--- config.mk ---
export PLATFORM = sky130hd
export DESIGN_NAME = spi_master_ctl
export DESIGN_NICKNAME = d
export VERILOG_FILES = /design/src/rtl/spi_mst_pkg.sv /design/src/rtl/spi_mst_cfg.sv /design/src/rtl/spi_mst_baud.sv /design/src/rtl/spi_mst_engine.sv /design/src/rtl/spi_master_ctl.sv
export SDC_FILE = /design/constraint.sdc
export NUM_CORES = 1
export LEC_CHECK = 0
export ABC_AREA = 1
export BUFFER_PORTS_ARGS = -buffer_cell sky130_fd_sc_hd__buf_2
export CAP_MARGIN = 20
export CELL_PAD_IN_SITES_DETAIL_PLACEMENT = 0
export CELL_PAD_IN_SITES_GLOBAL_PLACEMENT = 1
export CORE_ASPECT_RATIO = 0.7
export CORE_MARGIN = 2
export CORE_UTILIZATION = 28
export DETAILED_ROUTE_END_ITERATION = 7
export PLACE_DENSITY = 0.61
export SYNTH_ARGS = -nofsm -noshare
export SYNTH_HDL_FRONTEND = slang
export SYNTH_SLANG_ARGS = --single-unit
--- constraint.sdc ---
create_clock -name clk -period 3.2 [get_ports clk]
set_clock_uncertainty 0.15 [all_clocks]
set_input_delay 0.48 -clock clk [delete_from_list [all_inputs] [get_ports clk]]
set_output_delay 0.48 -clock clk [all_outputs]
set_load 0.005 [all_outputs]
--- src/rtl/spi_mst_pkg.sv ---
`timescale 1ns/1ps
package spi_mst_pkg;
  localparam int SPI_PW = 3;

  typedef struct packed {
    logic              cpol;
    logic              cpha;
    logic              lsb_first;
    logic              wide;
    logic [SPI_PW-1:0] presc;
  } spi_cfg_t;

  typedef enum logic {ENG_IDLE, ENG_SHIFT} eng_st_t;
endpackage

--- src/rtl/spi_mst_cfg.sv ---
`timescale 1ns/1ps
module spi_mst_cfg
  import spi_mst_pkg::*;
(
  input  logic              clk,
  input  logic              rst_n,
  input  logic              busy_i,
  input  logic              cfg_we_i,
  input  spi_cfg_t          cfg_wdata_i,
  input  logic              cs_we_i,
  input  logic              cs_en_i,
  input  logic              cs_lvl_i,
  output spi_cfg_t          cfg_o,
  output logic              cs_en_o,
  output logic              cs_lvl_o
);
  spi_cfg_t cfg_q, cfg_d;
  logic     cs_en_q, cs_en_d;
  logic     cs_lvl_q, cs_lvl_d;
  logic     cfg_en;

  // setup lockout while a frame is running
  assign cfg_en = cfg_we_i & ~busy_i;

  always_comb begin
    cfg_d    = cfg_q;
    cs_en_d  = cs_en_q;
    cs_lvl_d = cs_lvl_q;
    if (cfg_en) cfg_d = cfg_wdata_i;
    if (cs_we_i) begin
      cs_en_d  = cs_en_i;
      cs_lvl_d = cs_lvl_i;
    end
  end

  always_ff @(posedge clk or negedge rst_n) begin
    if (!rst_n) begin
      cfg_q    <= '0;
      cs_en_q  <= 1'b0;
      cs_lvl_q <= 1'b1;
    end else begin
      cfg_q    <= cfg_d;
      cs_en_q  <= cs_en_d;
      cs_lvl_q <= cs_lvl_d;
    end
  end

  assign cfg_o    = cfg_q;
  assign cs_en_o  = cs_en_q;
  assign cs_lvl_o = cs_lvl_q;
endmodule

--- src/rtl/spi_mst_baud.sv ---
`timescale 1ns/1ps
module spi_mst_baud #(
  parameter int PW = 3
) (
  input  logic          clk,
  input  logic          rst_n,
  input  logic          run_i,
  input  logic          clr_i,
  input  logic [PW-1:0] presc_i,
  output logic          tick_o
);
  localparam int CW = 1 << PW;

  logic [CW-1:0] cnt_q, cnt_d;
  logic [CW-1:0] lim;

  assign lim    = (CW'(1) << presc_i) - CW'(1);
  assign tick_o = run_i & (cnt_q == lim);

  always_comb begin
    cnt_d = cnt_q;
    if (clr_i || tick_o) cnt_d = '0;
    else if (run_i)      cnt_d = cnt_q + CW'(1);
  end

  always_ff @(posedge clk or negedge rst_n) begin
    if (!rst_n) cnt_q <= '0;
    else        cnt_q <= cnt_d;
  end
endmodule

--- src/rtl/spi_mst_engine.sv ---
`timescale 1ns/1ps
module spi_mst_engine
  import spi_mst_pkg::*;
#(
  parameter int DW = 16,
  parameter int NW = 8
) (
  input  logic          clk,
  input  logic          rst_n,
  input  spi_cfg_t      cfg_i,
  input  logic          start_i,
  input  logic          tick_i,
  input  logic [DW-1:0] tx_i,
  input  logic          miso_i,
  output logic          busy_o,
  output logic          sck_o,
  output logic          mosi_o,
  output logic          fin_o,
  output logic [DW-1:0] rx_o
);
  localparam int EW = $clog2(2*DW+1);
  localparam int PADW = DW - NW;

  eng_st_t       st_q, st_d;
  logic          sck_q, sck_d;
  logic          mosi_q, mosi_d;
  logic [DW-1:0] tx_sh_q, tx_sh_d;
  logic [DW-1:0] rx_sh_q, rx_sh_d;
  logic [DW-1:0] rx_q, rx_d;
  logic [EW-1:0] ecnt_q, ecnt_d;

  logic [EW-1:0] last_e;
  logic [DW-1:0] rev_full, rx_rev_full, load_w, rx_asm;
  logic [NW-1:0] rev_nar, rx_rev_nar;
  logic          lead, samp, drv, fin;

  genvar g;
  generate
    for (g = 0; g < DW; g++) begin : g_rev_full
      assign rev_full[g]    = tx_i[DW-1-g];
      assign rx_rev_full[g] = rx_sh_q[DW-1-g];
    end
    for (g = 0; g < NW; g++) begin : g_rev_nar
      assign rev_nar[g]    = tx_i[NW-1-g];
      assign rx_rev_nar[g] = rx_sh_q[NW-1-g];
    end
  endgenerate

  // edge count that ends the frame: two edges per bit
  assign last_e = cfg_i.wide ? EW'(2*DW) : EW'(2*NW);

  // outgoing word aligned so the first bit sits at the top
  always_comb begin
    if (cfg_i.lsb_first)
      load_w = cfg_i.wide ? rev_full : {rev_nar, {PADW{1'b0}}};
    else
      load_w = cfg_i.wide ? tx_i : {tx_i[NW-1:0], {PADW{1'b0}}};
  end

  // first received bit ends up at position W-1
  always_comb begin
    if (cfg_i.lsb_first)
      rx_asm = cfg_i.wide ? rx_rev_full : {{PADW{1'b0}}, rx_rev_nar};
    else
      rx_asm = cfg_i.wide ? rx_sh_q : {{PADW{1'b0}}, rx_sh_q[NW-1:0]};
  end

  always_comb begin
    st_d    = st_q;
    sck_d   = sck_q;
    mosi_d  = mosi_q;
    tx_sh_d = tx_sh_q;
    rx_sh_d = rx_sh_q;
    rx_d    = rx_q;
    ecnt_d  = ecnt_q;
    fin     = 1'b0;
    lead    = ~ecnt_q[0];
    samp    = 1'b0;
    drv     = 1'b0;
    unique case (st_q)
      ENG_IDLE: begin
        sck_d = cfg_i.cpol;
        if (start_i) begin
          st_d    = ENG_SHIFT;
          ecnt_d  = '0;
          rx_sh_d = '0;
          if (cfg_i.cpha) begin
            tx_sh_d = load_w;
          end else begin
            tx_sh_d = load_w << 1;
            mosi_d  = load_w[DW-1];
          end
        end
      end
      ENG_SHIFT: begin
        if (tick_i) begin
          if (ecnt_q == last_e) begin
            st_d = ENG_IDLE;
            fin  = 1'b1;
            rx_d = rx_asm;
          end else begin
            sck_d  = ~sck_q;
            ecnt_d = ecnt_q + EW'(1);
            samp   = lead ^ cfg_i.cpha;
            drv    = cfg_i.cpha ? lead : (~lead && (ecnt_q != last_e - EW'(1)));
            if (samp) rx_sh_d = {rx_sh_q[DW-2:0], miso_i};
            if (drv) begin
              mosi_d  = tx_sh_q[DW-1];
              tx_sh_d = tx_sh_q << 1;
            end
          end
        end
      end
      default: st_d = ENG_IDLE;
    endcase
  end

  always_ff @(posedge clk or negedge rst_n) begin
    if (!rst_n) begin
      st_q    <= ENG_IDLE;
      sck_q   <= 1'b0;
      mosi_q  <= 1'b0;
      tx_sh_q <= '0;
      rx_sh_q <= '0;
      rx_q    <= '0;
      ecnt_q  <= '0;
    end else begin
      st_q    <= st_d;
      sck_q   <= sck_d;
      mosi_q  <= mosi_d;
      tx_sh_q <= tx_sh_d;
      rx_sh_q <= rx_sh_d;
      rx_q    <= rx_d;
      ecnt_q  <= ecnt_d;
    end
  end

  assign busy_o = (st_q == ENG_SHIFT);
  assign sck_o  = sck_q;
  assign mosi_o = mosi_q;
  assign fin_o  = fin;
  assign rx_o   = rx_q;
endmodule

--- src/rtl/spi_master_ctl.sv ---
`timescale 1ns/1ps
module spi_master_ctl
  import spi_mst_pkg::*;
#(
  parameter int DW = 16,
  parameter int NW = 8
) (
  input  logic              clk,
  input  logic              rst_n,
  input  logic              cfg_we,
  input  logic              cfg_cpol,
  input  logic              cfg_cpha,
  input  logic              cfg_lsb_first,
  input  logic              cfg_wide,
  input  logic [SPI_PW-1:0] cfg_presc,
  input  logic              cs_we,
  input  logic              cs_sw_en,
  input  logic              cs_sw_lvl,
  input  logic              tx_we,
  input  logic [DW-1:0]     tx_data,
  input  logic              miso,
  output logic [DW-1:0]     rx_data,
  output logic              busy,
  output logic              done,
  output logic              wcol,
  output logic              sck,
  output logic              mosi,
  output logic              cs_n
);
  logic [1:0] rst_pipe_q;
  logic       rst_core;
  spi_cfg_t   cfg_wdata, cfg_q;
  logic       cs_en_q, cs_lvl_q;
  logic       start, tick, fin;
  logic       done_q, done_d, wcol_q, wcol_d;

  // asynchronous assert, synchronous release
  always_ff @(posedge clk or negedge rst_n) begin
    if (!rst_n) rst_pipe_q <= 2'b00;
    else        rst_pipe_q <= {rst_pipe_q[0], 1'b1};
  end
  assign rst_core = rst_pipe_q[1];

  assign cfg_wdata = '{cpol: cfg_cpol, cpha: cfg_cpha, lsb_first: cfg_lsb_first,
                       wide: cfg_wide, presc: cfg_presc};

  spi_mst_cfg u_cfg (
    .clk        (clk),
    .rst_n      (rst_core),
    .busy_i     (busy),
    .cfg_we_i   (cfg_we),
    .cfg_wdata_i(cfg_wdata),
    .cs_we_i    (cs_we),
    .cs_en_i    (cs_sw_en),
    .cs_lvl_i   (cs_sw_lvl),
    .cfg_o      (cfg_q),
    .cs_en_o    (cs_en_q),
    .cs_lvl_o   (cs_lvl_q)
  );

  assign start = tx_we & ~busy;

  spi_mst_baud #(.PW(SPI_PW)) u_baud (
    .clk    (clk),
    .rst_n  (rst_core),
    .run_i  (busy),
    .clr_i  (start),
    .presc_i(cfg_q.presc),
    .tick_o (tick)
  );

  spi_mst_engine #(.DW(DW), .NW(NW)) u_eng (
    .clk    (clk),
    .rst_n  (rst_core),
    .cfg_i  (cfg_q),
    .start_i(start),
    .tick_i (tick),
    .tx_i   (tx_data),
    .miso_i (miso),
    .busy_o (busy),
    .sck_o  (sck),
    .mosi_o (mosi),
    .fin_o  (fin),
    .rx_o   (rx_data)
  );

  always_comb begin
    done_d = done_q;
    wcol_d = wcol_q;
    if (start) begin
      done_d = 1'b0;
      wcol_d = 1'b0;
    end
    if (fin)           done_d = 1'b1;
    if (tx_we && busy) wcol_d = 1'b1;
  end

  always_ff @(posedge clk or negedge rst_core) begin
    if (!rst_core) begin
      done_q <= 1'b0;
      wcol_q <= 1'b0;
    end else begin
      done_q <= done_d;
      wcol_q <= wcol_d;
    end
  end

  assign done = done_q;
  assign wcol = wcol_q;
  assign cs_n = cs_en_q ? cs_lvl_q : ~busy;
endmodule

==> flow_summary_export.csv <==
group,metric,value,unit
timing,hold_violations,0,
drt,ant_nets,0,
clock_tree,path_clk_slew,60,ps
global_route,grt_pass1_wl,19200,microns
drt,wirelength,11800,microns
logic_synthesis,yosysWarnings,0,
clock_tree,numCtsBuffers,9,
power_and_ir_drop,finalPower,3.09,mW
place,port-buffer-count,52,
clock_tree,post_cts_resize_count,0,
global_route,grt_pass1_vias,3564,
timing,rsz0062_at_grt,"false",
setup_path,reg2reg_depth,14,
clock_tree,cts-root-buf,"clkbuf_16",
timing,relSlewSlack,57.0,%
die,die_h,108,microns
clock_tree,clk_path_buf_depth,2,
global_route,grt_usage,14.9,%
logic_synthesis,syn_area,0.00437,sq mm
logic_synthesis,yosysSeqAreaShare,44.7,%
drt,vias,3703,
clock_tree,cts.sinks,78,
clock_tree,htree_num_levels,3,
setup_path,path_class,"register to register",
finish,antenna_cells,0,
setup_path,crit_required,3280,ps
logic_synthesis,yosys_most_used_dff,"dfrtp_1",
setup_path,worstPathMaxFanout,28,
logic_synthesis,synth.avg_cell_area,7.97,sq um
clock_tree,insertion_delay,350,ps
timing,finalSetupTns,0,ps
power_and_ir_drop,peakVddDrop,0.259,mV
run,max_cap_viol_count,0,
die,pin_count,53,
clock_tree,cts_tree,"yes",
drt,drt_pre_antenna_iters,5,
clock_tree,post_cts.repair.setup_buffers,0,
die,floorplan.rows,38,
setup_path,r2r_slack,510,ps
drt,first_iter_violations,317,
logic_synthesis,synth_nets,583,
run_status,outcome,"finished clean",
power_and_ir_drop,p_leak,2.33,nW
finish,area_growth,17.2,%
logic_synthesis,synth_top_area_share,44.1,%
die,die_x,153,microns
die,start_util,28.4,%
timing,fmax,372,MHz
setup_path,timing.rr.start,"u_cfg.cfg_o[2]$_DFFE_PN0P_",
die,die_area,0.0166,sq mm
place,dpl.hpwl,8280,microns
timing,drv_slew,0,
logic_synthesis,syn-instance-count,548,
global_route,grt_max_degree,77,
die,core,0.0154,sq mm
hold_path,hold_class,"register to asynchronous set/reset pin",
setup_path,arrival,2770,ps
logic_synthesis,yosysTopAreaCell,"dfrtp_1",
timing,setup_violations,0,
logic_synthesis,ys_types,40,
logic_synthesis,synth_edf_count,0,
drt,via_per_inst,4.65,
timing,min_period,2690,ps
drt,drt-wirelength-per-cell,14.8,microns
logic_synthesis,synth.area.top_cells,"dfrtp_1 (44%), nand2_1 (12%), o21ai_1 (4.0%)",
finish,nets,627,
global_route,grt_overflow,0,
timing,worst_slew_pin_slew,641,ps
finish,drive_above_1_share,19.3,%
setup_path,r2r-end,"u_eng.tx_sh_q[6]$_DFFE_PN0P_",
place,gp_congestion,0.876,
clock_tree,ctsHoldBuffers,1,
drt,drc,0,
setup_path,end_kind,"register",
logic_synthesis,async_reset_ff_share,100,%
logic_synthesis,synth_seq_cells,78,
power_and_ir_drop,powerDensity,604,mW/mm^2
global_route,antenna_found_initial,0,
timing,period_share,84.1,%
setup_path,critPathLaunchType,"register",
## worst max-delay path by stage
| stage | start | cells past startpoint | end | slack, ps |
|---|---|---|---|---|
| 2_1_floorplan | rst_pipe_q[1]$_DFF_PN0_ | 0 | done$_DFFE_PN0P_ | 720 |
| 3_3_place_gp | u_cfg.cfg_o[2]$_DFFE_PN0P_ | 15 | u_eng.rx_o[0]$_DFFE_PN0P_ | 600 |
| 3_5_place_dp | u_cfg.cfg_o[2]$_DFFE_PN0P_ | 15 | u_eng.rx_o[4]$_DFFE_PN0P_ | 520 |
| 4_1_cts | u_cfg.cfg_o[2]$_DFFE_PN0P_ | 15 | u_eng.rx_o[4]$_DFFE_PN0P_ | 510 |
| 5_1_grt | u_cfg.cfg_o[2]$_DFFE_PN0P_ | 14 | u_eng.rx_o[2]$_DFFE_PN0P_ | 300 |
| 6_report | u_cfg.cfg_o[2]$_DFFE_PN0P_ | 14 | u_eng.tx_sh_q[6]$_DFFE_PN0P_ | 510 |
## sequential cells by signal, indices dropped and copies added, names as in the netlist
signal	count
u_eng.ecnt_q	6
u_eng.tx_sh_q	16
u_eng.mosi_o	1
u_cfg.cfg_o	7
u_baud.cnt_q	8
done	1
u_cfg.cs_lvl_o	1
u_eng.rx_sh_q	16
rst_pipe_q	2
u_eng.sck_o	1
wcol	1
u_eng.busy_o	1
u_cfg.cs_en_o	1
u_eng.rx_o	16
## kinds of logic after synthesis
group	count (synthesis)	share of synthesized area, %
AOI/OAI and AO/OA	141	18.9
xor gates and xnor gates	11	2.21
adders and majority gates	4	1.15
buffers and inverters	78	8.31
DFF	78	44.7
muxes	5	1.29
other	1	0.0859
and+or+nand+nor	230	23.3
## power breakdown
part           internal [mW]  switching, mW  leakage, nW
clock network          0.670          0.438        0.151
registers               1.13          0.138         1.02
logic                  0.280          0.433         1.16
## cells in the mapped netlist (all sizes together) (5+ instances only)
cell	n
nand2	144
dfrtp	77
o21ai	77
nor2	52
inv	51
a21oi	29
nand3	26
buf	13
clkbuf	13
o22ai	12
xor2	8
a22o	7
o211ai	6
mux2	5
## cell usage in the layout, fill, tap and decap left out, types with 9 or more instances in the layout
master / Yosys / layout
o21ai_0: 33 / 33
o22ai_1: 12 / 12
nand3_1: 21 / 21
buf_2: 5 / 52
nand2_1: 139 / 139
o21ai_1: 35 / 35
inv_1: 43 / 43
clkbuf_16: 0 / 9
nor2_1: 46 / 46
a21oi_1: 29 / 29
dfrtp_1: 77 / 76
o21ai_2: 9 / 9
## critical path, cell delays in order (launching register included)
cell     delay [ps]
dfrtp_1         520
nor2_4          190
nand2_2          80
ha_1            300
nor2_1           50
nor2_1           80
nand2_1          60
nor2_1          100
nand2_1          90
nor2_4          100
nand3_4         110
nand2_4         190
nand3_4         300
nand2_1         150
o21ai_1          70
## per-layer routing
layer	vias up	wire length (microns)	part of all wire (%)	global-route usage, %
met5	-	0	0	0
met4	0	150	1.3	4.76
met3	10	650	5.5	4.53
met2	90	4650	39	20.0
met1	1704	6330	54	22.3
li1	1899	-	-	-
## through the flow
step                std cells  utilization [%]  worst slack (ps)  hold WS (ps)  area (sq um)
finish                    797             33.3               509          65.0          5110
detailed placement        779             31.0               518           116          4760
CTS                       796             33.1               511           197          5090
global route              797             33.3               295          95.1          5110
floorplan                 548                -               719          34.4          4370
global placement          779             31.0               600           115          4760
## area by class of cell
class / instances / area (sq um)
clock buffer: 12 / 267
fill: 1634 / 10200
tap: 200 / 250
sequential: 78 / 1960
inverter: 52 / 203
clock inverter: 4 / 53.8
timing repair buffer: 59 / 335
multi-input combinational: 392 / 2050
Power figures use the tool's default switching activity.
